==> config.mk <==
export PLATFORM = sky130hd
export DESIGN_NAME = pi_sel_ctrl
export DESIGN_NICKNAME = d
export VERILOG_FILES = /design/src/rtl/pi_sel_ctrl.sv
export SDC_FILE = /design/constraint.sdc
export NUM_CORES = 1
export LEC_CHECK = 0
export ABC_CLOCK_PERIOD_IN_PS = 2150
export BUFFER_PORTS_ARGS = -buffer_cell sky130_fd_sc_hd__buf_2
export CAP_MARGIN = 20
export CORE_ASPECT_RATIO = 0.9
export CORE_UTILIZATION = 50
export DETAILED_ROUTE_END_ITERATION = 10
export PLACE_DENSITY_LB_ADDON = 0.1
export SLEW_MARGIN = 20
export SYNTH_ARGS = -nofsm -noshare
export SYNTH_HDL_FRONTEND = slang
export SYNTH_SLANG_ARGS = --single-unit
==> constraint.sdc <==
create_clock -name clk -period 2.15 [get_ports clk]
set_input_delay 0.215 -clock clk [delete_from_list [all_inputs] [get_ports clk]]
set_output_delay 0.215 -clock clk [all_outputs]
set_load 0.03 [all_outputs]
==> src/rtl/pi_sel_ctrl.sv <==
module pi_sel_ctrl #(
  parameter int FINE_W = 3,
  localparam int POS_W = FINE_W + 2
) (
  input  logic                  clk,
  input  logic                  rst_n,
  input  logic                  upd_i,
  input  logic                  load_i,
  input  logic [POS_W-1:0]      code_i,
  input  logic [POS_W-1:0]      step_i,
  output logic [3:0]            quad_o,
  output logic [3*FINE_W-1:0]   stage_sel_o,
  output logic                  wrap_o
);

  localparam logic [2:0] SEL_LO  = 3'b001;
  localparam logic [2:0] SEL_MID = 3'b010;
  localparam logic [2:0] SEL_HI  = 3'b100;

  logic [POS_W-1:0] pos_q;
  logic [POS_W:0]   sum;
  logic             carry_q;

  assign sum = {1'b0, pos_q} + {1'b0, step_i};

  always_ff @(posedge clk or negedge rst_n) begin
    if (!rst_n) begin
      pos_q   <= '0;
      carry_q <= 1'b0;
      wrap_o  <= 1'b0;
      quad_o  <= 4'b0001;
    end else begin
      if (load_i)     pos_q <= code_i;
      else if (upd_i) pos_q <= sum[POS_W-1:0];
      carry_q <= upd_i & ~load_i & sum[POS_W];
      wrap_o  <= carry_q;
      quad_o  <= 4'b0001 << pos_q[POS_W-1 -: 2];
    end
  end

  for (genvar k = 0; k < FINE_W; k++) begin : g_stage
    logic [2:0] pipe_q [k+1];
    always_ff @(posedge clk or negedge rst_n) begin
      if (!rst_n) begin
        for (int j = 0; j <= k; j++) pipe_q[j] <= SEL_MID;
      end else begin
        pipe_q[0] <= pos_q[FINE_W-1-k] ? SEL_HI : SEL_LO;
        for (int j = 1; j <= k; j++) pipe_q[j] <= pipe_q[j-1];
      end
    end
    assign stage_sel_o[3*k +: 3] = pipe_q[k];
  end

endmodule

# Word-level counts from Yosys, hierarchy flattened
# Index checks and enable logic that the tools add are counted.
[word_totals]
wordCells = 21
register_bits = 29
output_inout_bits = 14
in_bits = 14
[op_classes]
shifts = 1
reduce_logical = 1
n_mux = 5
n_addsub = 1
bitwise = 3
[ops]
columns = ["cell", "count"]
rows = [
  ["$mux W5", 2],
  ["$mux W3", 3],
  ["$add A5 B5 Y6", 1],
  ["$shl A1 B2 Y4 const A", 1],
  ["$and A1 B1 Y1", 2],
  ["$reduce_bool A2 Y1", 1],
  ["$not A1 Y1", 1],
]

# Depth between registers and ports, before layout
# Gate-level depths: netlist of the first run.
[logic_depth]
word_depth = 3
ltp_mapped = 7
ltp_nobuf = 7

# Worst setup path after synthesis of the first run
# Ideal clock, no wire load.
[synth_path]
kind = "register to register"
start = "reg pos_q[2]"
end = "reg pos_q[3]"
setup_time_ps = 131
t_arrival_ps = 1425
path_buffers = 0
stages_incl_launch_ff = 6
slack_ps = 594
synth_period_minus_slack_ps = 1556
required_ps = 2019
path_cell_list = "dfrtp_1 -> ha_1 -> and3_4 -> or3_1 -> a31oi_1 -> o21ai_1"
[synth_via]
elab_chain_len = 3
[synth_rtl]
columns = ["element", "line_no", "rtl"]
rows = [
  ["start: declaration", "20", "logic [POS_W-1:0] pos_q;"],
  ["start signal: assignment", "33", "if (load_i) pos_q <= code_i;"],
  ["start signal: assignment", "34", "else if (upd_i) pos_q <= sum[POS_W-1:0];"],
  ["$add A5 B5 Y6", "24", "assign sum = {1'b0, pos_q} + {1'b0, step_i};"],
  ["$mux W5", "34", ""],
  ["$mux W5", "33", ""],
]
# Every way passes these cells. The select of a mux whose other input is x is not followed.
# A chain may end at the register's enable or synchronous reset.

# Worst setup path in the final report of the first run
[layout_path]
start = "reg pos_q[0]"
end = "reg pos_q[4]"
# Same word-level chain as after synthesis.

==> run_results.csv, run 1 <==
group,metric,value,unit
sta,setup-tns-final,0,ns
global_route,grt_max_degree,27,
setup_path,worst_setup_path_start_kind,"flip-flop",
power_and_ir_drop,power.internal,826,uW
setup_path,critPathKind,"flip-flop to flip-flop",
yosys,synth_adder_area_share,0.0796,
power_and_ir_drop,combPwrFrac,0.197,
global_route,grt_antenna_before_repair,0,
setup_path,cp_data_arrival_time,1.85,ns
clock_network,cts.htree.levels,1,
clock_network,post_cts_buffers,0,
yosys,synthTopCellsByCount,"dfrtp_1, buf_4, nor2b_1, o21ai_0",
yosys,synthMuxAreaShare,0.0302,
placed_design,port_buffers,27,
yosys,yosysTopAreaCellShare,0.531,
yosys,avgSynthCellArea,12.8,sq um
drt,vias,593,
clock_network,cts_buffers,3,
yosys,synth-compound-area-share,0.0651,
drt,drtIter0Drc,6,
placed_design,dpl.cell_count,124,
clock_network,cts_sinks,26,
global_route,grt_use_total,0.152,
yosys,async_reset_ff_frac,1.00,
power_and_ir_drop,switching_share,0.262,
placed_design,gp_congestion,0.789,
placed_design,hpwl,989,microns
drt,viasPerCell,4.60,
yosys,synthFlopType,"dfrtp_1",
clock_network,cts_resized,0,
yosys,synth_nets,101,
power_and_ir_drop,pwr-share-seq,0.517,
sta,finalHoldViolCount,0,
sta,worst_pin_slew,0.534,ns
power_and_ir_drop,clock_power_share,0.286,
yosys,yosysWarnings,0,
yosys,netlist_area,0.00104,sq mm
drt,ant_nets,0,
clock_network,cts_tree,"yes",
power_and_ir_drop,leakagePower,0.000603,uW
yosys,synth_edf_count,0,
finish,fill_cells,141,
floorplan,die_area,0.00226,sq mm
flow_run,max_cap_violations,0,
finish,layoutNonFillerInstCount,129,
finish,fin_nets,125,
floorplan,initial_core_util,0.537,
drt,firstDrtPassIters,2,
power_and_ir_drop,ir_drop,726,uV
drt,wl,1380,microns
yosys,yosys.area_share.xor_xnor,0.00844,
yosys,ys_seq_area_frac,0.632,
sta,rsz0062_at_grt,"no",
yosys,synth_top_family_by_area,"simple AND/OR/NAND/NOR gates",
outcome,outcome,"complete, no violations",
sta,period_share,0.764,
drt,drc_errors,0,
yosys,synth_area_leaders,"dfrtp_1, dfstp_2, ha_1",
clock_network,cts-root-buf,"clkbuf_4",
clock_network,clk_latency,0.31,ns
finish,drive_above_1_share,0.365,
setup_path,cp.required,2.36,ns
finish,multi_input_area,302,sq um
clock_network,clkTransAtPathRegs,0.13,ns
finish,regArea,656,sq um
floorplan,dieHeight,45.2,microns
drt,wire_per_inst,10.7,microns
yosys,synth.distinct_cells,27,
sta,finClkSkew,0.00343,ns
floorplan,core_area,0.00193,sq mm
sta,slew_viol_final,0,
yosys,yosys.area_share.simple,0.104,
setup_path,critPathCaptureType,"flip-flop",
finish,syn_to_final_growth,16.2,%
floorplan,die_w,50.0,microns
yosys,synth_top_area_cell,"dfrtp_1",
min_path,hold_class,"input port to flip-flop",
power_and_ir_drop,power_switching,294,uW
floorplan,ioPinCount,28,
setup_path,cp_max_fo,4,
sta,relSlewSlack,0.644,
floorplan,rows,15,
clock_network,cts_buffer_depth,2,
global_route,grt_pass1_wl,2330,microns
global_route,grt_overflow,0,
global_route,grt_pass1_vias,524,
yosys,synthCells,81,
finish,diodes,0,
sta,finalSetupViolCount,0,
power_and_ir_drop,powerDensity,929,mW/mm^2
yosys,ys_seq_elements,26,
sta,period_minus_slack,1.64,ns
sta,fmax,608,MHz
yosys,synth_most_common_cell,"dfrtp_1",
[placed cells by master (no fill, tap or decap), types with 2 or more instances in the layout]
| cell | n |
|---|---|
| buf_2 | 27 |
| dfrtp_1 | 22 |
| nor2b_1 | 6 |
| o21ai_0 | 6 |
| inv_1 | 5 |
| ha_1 | 5 |
| nand2_1 | 4 |
| dfstp_2 | 4 |
| clkbuf_4 | 3 |
| nor2_1 | 2 |
| a21oi_1 | 2 |
| mux2i_1 | 2 |
[path summary, 6_finish.rpt]
kind	start	end	slack, ns	cells after the start
max	pos_q[0]$_DFFE_PN0P_	pos_q[4]$_DFFE_PN0P_	0.51	7
min	code_i[0]	pos_q[0]$_DFFE_PN0P_	0.1	3
max reg2reg	pos_q[0]$_DFFE_PN0P_	pos_q[4]$_DFFE_PN0P_	0.51	7
min reg2reg	g_stage[1].pipe_q[5]$_DFF_PN0_	stage_sel_o[5]$_DFF_PN0_	0.36	0
max in group asynchronous	rst_n	stage_sel_o[4]$_DFF_PN1_	1.38	2
min in group asynchronous	rst_n	carry_q$_DFF_PN0_	0.40	2
[routing by layer]
| metal | wire (microns) | part of all wire | vias up | global-route usage |
|---|---|---|---|---|
| met4 | 22 | 0.016 | 0 | 0.0857 |
| met2 | 635 | 0.46 | 20 | 0.227 |
| met3 | 61 | 0.044 | 2 | 0.0606 |
| met1 | 660 | 0.48 | 268 | 0.190 |
| li1 | - | - | 303 | - |
| met5 | 0 | 0 | - | 0 |
[cell type report]
class	count	area share
well taps	25	0.0260
clock buffers	3	0.0187
repair buffers	28	0.120
clock inverters	1	0.0249
multi-input cells	41	0.250
flip-flops and latches	26	0.544
inverters	5	0.0156
[critical path, cell delays in order (launching register included)]
cell	delay (ns)
dfrtp_1	0.41
ha_1	0.19
inv_1	0.06
fa_1	0.41
nor2b_1	0.14
o21a_1	0.13
nand4bb_1	0.13
nand3_1	0.08
[state kept, by name (all words and copies together) (netlist names)]
name            count
wrap_o              1
carry_q             1
pos_q               5
stage_sel_o         6
g_stage.pipe_q      9
quad_o              4
[kinds of logic after synthesis]
family	Yosys count
xor gates and xnor gates	1
buffers and inverters	14
other	1
adders and majority gates	6
and+or+nand+nor	18
muxes	3
DFF	26
AOI/OAI and AO/OA	12
[timing repair]
item	in CTS	in global routing
hold buffers	1	0
hold endpoints to repair	22	0
endpoints found under the setup margin	0	0
[through the flow]
stage                     worst slack, ns  hold slack, ns  cell area [sq um]  power [uW]  utilization
after detailed placement            0.538           0.232               1140         811        0.591
after CTS                           0.510          0.0816               1200        1140        0.623
after global placement              0.551           0.230               1140         805        0.591
after floorplan                     0.594         -0.0806               1040         758            -
final                               0.506          0.0958               1200        1120        0.623
after global routing                0.387          0.0836               1200        1190        0.623
[power by group through the flow]
| stage | Clock (uW) | Combinational, uW | Sequential, uW |
|---|---|---|---|
| global placement | 0 | 219 | 586 |
| global route | 356 | 244 | 588 |
| CTS | 337 | 223 | 581 |
| floorplan | 0 | 136 | 623 |
| finish | 320 | 221 | 579 |
| detailed placement | 0 | 221 | 590 |
No activity file was read; power rests on OpenSTA's default activity.
==> run 2: changes to the inputs <==
ABC_AREA = 1   (was unset)
ABC_CLOCK_PERIOD_IN_PS = 1300   (was 2150)
CORE_UTILIZATION = 45   (was 50)
clock period = 1.3 ns   (was 2.15 ns; I/O delays follow)
==> run 2 against run 1 <==
Synthesized cell count grew 22%; critical endpoint unchanged; largest cell class unchanged; critical path depth rose by 2; the run now ends with negative setup slack left; register-to-register slack got worse by 0.60 ns; utilization is 2.6 points lower; cell area rose by 9.1%; worst hold slack lost 0.072 ns; sequential share of layout area is 4.6 points lower; sequential power is 63% higher; routed wire length rose by 24%.
==> run_results.csv, run 2 <==
group,metric,value,unit
power_and_ir_drop,powerDensity,1490,mW/mm^2
yosys,synth_adder_area_share,0.0781,
sta,period_minus_slack,1.39,ns
placed_design,post_dp_cell_area,0.00121,sq mm
setup_path,critPathKind,"flip-flop to flip-flop",
finish,fin_nets,150,
setup_path,path_buf_inv,2,
sta,slew_viol_final,0,
floorplan,ioPinCount,28,
drt,wl,1710,microns
yosys,synth_most_common_cell,"dfrtp_1",
finish,syn_to_final_growth,24.4,%
outcome,violations,"negative setup slack",
min_path,hold_class,"input port to flip-flop",
finish,diodes,0,
finish,final_common_cell,"buf_2",
yosys,avgSynthCellArea,10.7,sq um
drt,viasPerCell,4.49,
floorplan,die_w,53.1,microns
placed_design,port_buffers,27,
clock_network,cts_buffers,3,
yosys,synthFlopType,"dfrtp_1",
clock_network,clk_latency,0.32,ns
clock_network,cts_buffer_depth,2,
setup_path,cp_slowest_cell,"dfrtp_1",
yosys,synthTopCellsByCount,"dfrtp_1, nand2_1, inv_1",
setup_path,cp.required,1.53,ns
yosys,yosys.area_share.xor_xnor,0,
yosys,yosys.area_share.simple,0.148,
floorplan,initial_core_util,0.480,
global_route,grt_max_degree,27,
sta,fmax,720,MHz
power_and_ir_drop,ir_drop,933,uV
clock_network,cts.htree.levels,1,
yosys,netlist_area,0.00106,sq mm
sta,rsz0062_at_grt,"yes",
yosys,ys_seq_area_frac,0.620,
global_route,grt_pass1_wl,2750,microns
setup_path,path_cells,"ha_2 > inv_2 > fa_2 > inv_2 > nand3_2 > nand2_1 > nand2_1 > nand3_1 > nand2_1",
setup_path,worst_setup_path_start_kind,"flip-flop",
sta,worst_pin_slew,0.568,ns
setup_path,slowest_delay,0.38,ns
finish,largest_reg_flops,9,
floorplan,die_area,0.00255,sq mm
setup_path,cp_data_arrival_time,1.62,ns
power_and_ir_drop,leakagePower,0.000687,uW
finish,fill_cells,189,
yosys,synthMuxAreaShare,0,
outcome,outcome,"complete, but fails checks",
yosys,synthCells,99,
setup_path,critPathCaptureType,"flip-flop",
yosys,async_reset_ff_frac,1.00,
floorplan,rows,16,
drt,wire_per_inst,11.0,microns
drt,drc_errors,0,
floorplan,dieHeight,48.0,microns
clock_network,cts-root-buf,"clkbuf_4",
setup_path,crit_family,"adder cells",
flow_run,max_cap_violations,0,
yosys,synth_top_family_by_area,"simple AND/OR/NAND/NOR gates",
sta,setup_ws,-0.0886,ns
finish,regArea,656,sq um
yosys,synth.distinct_cells,18,
global_route,grt_use_total,0.166,
yosys,synth-compound-area-share,0.0473,
clock_network,cts_tree,"yes",
finish,drive_above_1_share,0.395,
sta,setup-tns-final,-0.163,ns
sta,finalSetupViolCount,2,
drt,vias,700,
setup_path,critPathMostFrequentCell,"nand2_1",
finish,fin_area,0.00132,sq mm
drt,ant_nets,0,
global_route,grt_pass1_vias,630,
yosys,yosysTopAreaCellShare,0.521,
clock_network,cts_sinks,26,
clock_network,clkTransAtPathRegs,0.14,ns
sta,finClkSkew,0.00211,ns
setup_path,cp_max_fo,2,
global_route,grt_antenna_before_repair,0,
yosys,yosysWarnings,0,
yosys,synth_top_area_cell,"dfrtp_1",
sta,whs,0.0237,ns
yosys,synth_nets,119,
sta,finalHoldViolCount,0,
finish,final_cell_mix,"buf_2, dfrtp_1, nand2_1",
floorplan,core_area,0.00220,sq mm
drt,firstDrtPassIters,3,
sta,relSlewSlack,0.621,
finish,multi_input_area,334,sq um
placed_design,hpwl,1250,microns
yosys,ys_seq_elements,26,
placed_design,gp_congestion,0.822,
global_route,grt_overflow,0,
yosys,synth_area_leaders,"dfrtp_1, dfstp_2, nand2_1",
placed_design,dp_slack,-0.105,ns
sta,period_share,1.07,
finish,top_register,"g_stage.pipe_q",
drt,drtIter0Drc,5,
yosys,synth_edf_count,0,
==> run 2: cell count changes after synthesis, moves of 2 or more <==
cell     change
a22oi_1      +3
inv_1       +10
mux2i_1      -2
nand2_1     +14
nand3_1      +6
nor2_1       +6
nor2b_1      -6
o21ai_0      -5
==> run 2: worst paths after layout <==
check / startpoint / slack [ns] / depth (start not counted) / to
setup / recovery: pos_q[0]$_DFFE_PN0P_ / -0.09 / 9 / pos_q[4]$_DFFE_PN0P_
hold / removal: code_i[0] / 0.02 / 3 / pos_q[0]$_DFFE_PN0P_
setup reg to reg: pos_q[0]$_DFFE_PN0P_ / -0.09 / 9 / pos_q[4]$_DFFE_PN0P_
hold reg to reg: carry_q$_DFF_PN0_ / 0.36 / 0 / wrap_o$_DFF_PN0_
max in group asynchronous: rst_n / 0.61 / 2 / stage_sel_o[4]$_DFF_PN1_
min in group asynchronous: rst_n / 0.31 / 2 / stage_sel_o[3]$_DFF_PN0_
==> run 2: logic make-up after synthesis <==
group,Yosys count
other cells,1
simple gates,36
buf+inv,22
fa+ha+maj,6
flops,26
compound gates,8
==> run 2: final cells by class <==
cell class	count	share of cell area
clock inverter	1	0.0228
clock buffer	3	0.0171
multi-input combinational	51	0.254
timing repair buffer	33	0.139
tap	27	0.0257
inverter	15	0.0428
sequential	26	0.499
==> run 2: power by group <==
group          total [uW]  internal, uW  switching, uW
Combinational         460           174            286
Sequential            943           910           33.4
Clock                 550           312            238
Total                1950          1400            557
==> run 2: worst reg2reg max path, delay by kind of cell, from the launching register on <==
kind	cells	cell delay [ns]
buffers and inverters	2	0.11
adders and majority gates	2	0.53
and+or+nand+nor	5	0.28
DFF	1	0.38
==> run 2: through the flow <==
stage,util,std cells,power (uW)
CTS,0.580,155,1950
finish,0.597,156,1950
global placement,0.551,150,1380
detailed placement,0.551,150,1390
global route,0.597,156,2090
floorplan,-,99,1260
==> run 2: routing by layer <==
layer,global-route usage,vias up,share of wire,wire (microns)
met3,0.0635,2,0.055,95
met5,0,-,0,0
met4,0.0947,0,0.016,27
met2,0.256,23,0.47,798
li1,-,361,-,-
met1,0.202,314,0.46,791
==> run 2: what timing repair did <==
item,4_1_cts,5_1_grt
buffers inserted,0,1
hold endpoints to repair,22,0
setup endpoints to repair,3,5
resized for setup,0,6
hold buffers,1,0
pin swaps,3,0
cloned,0,0
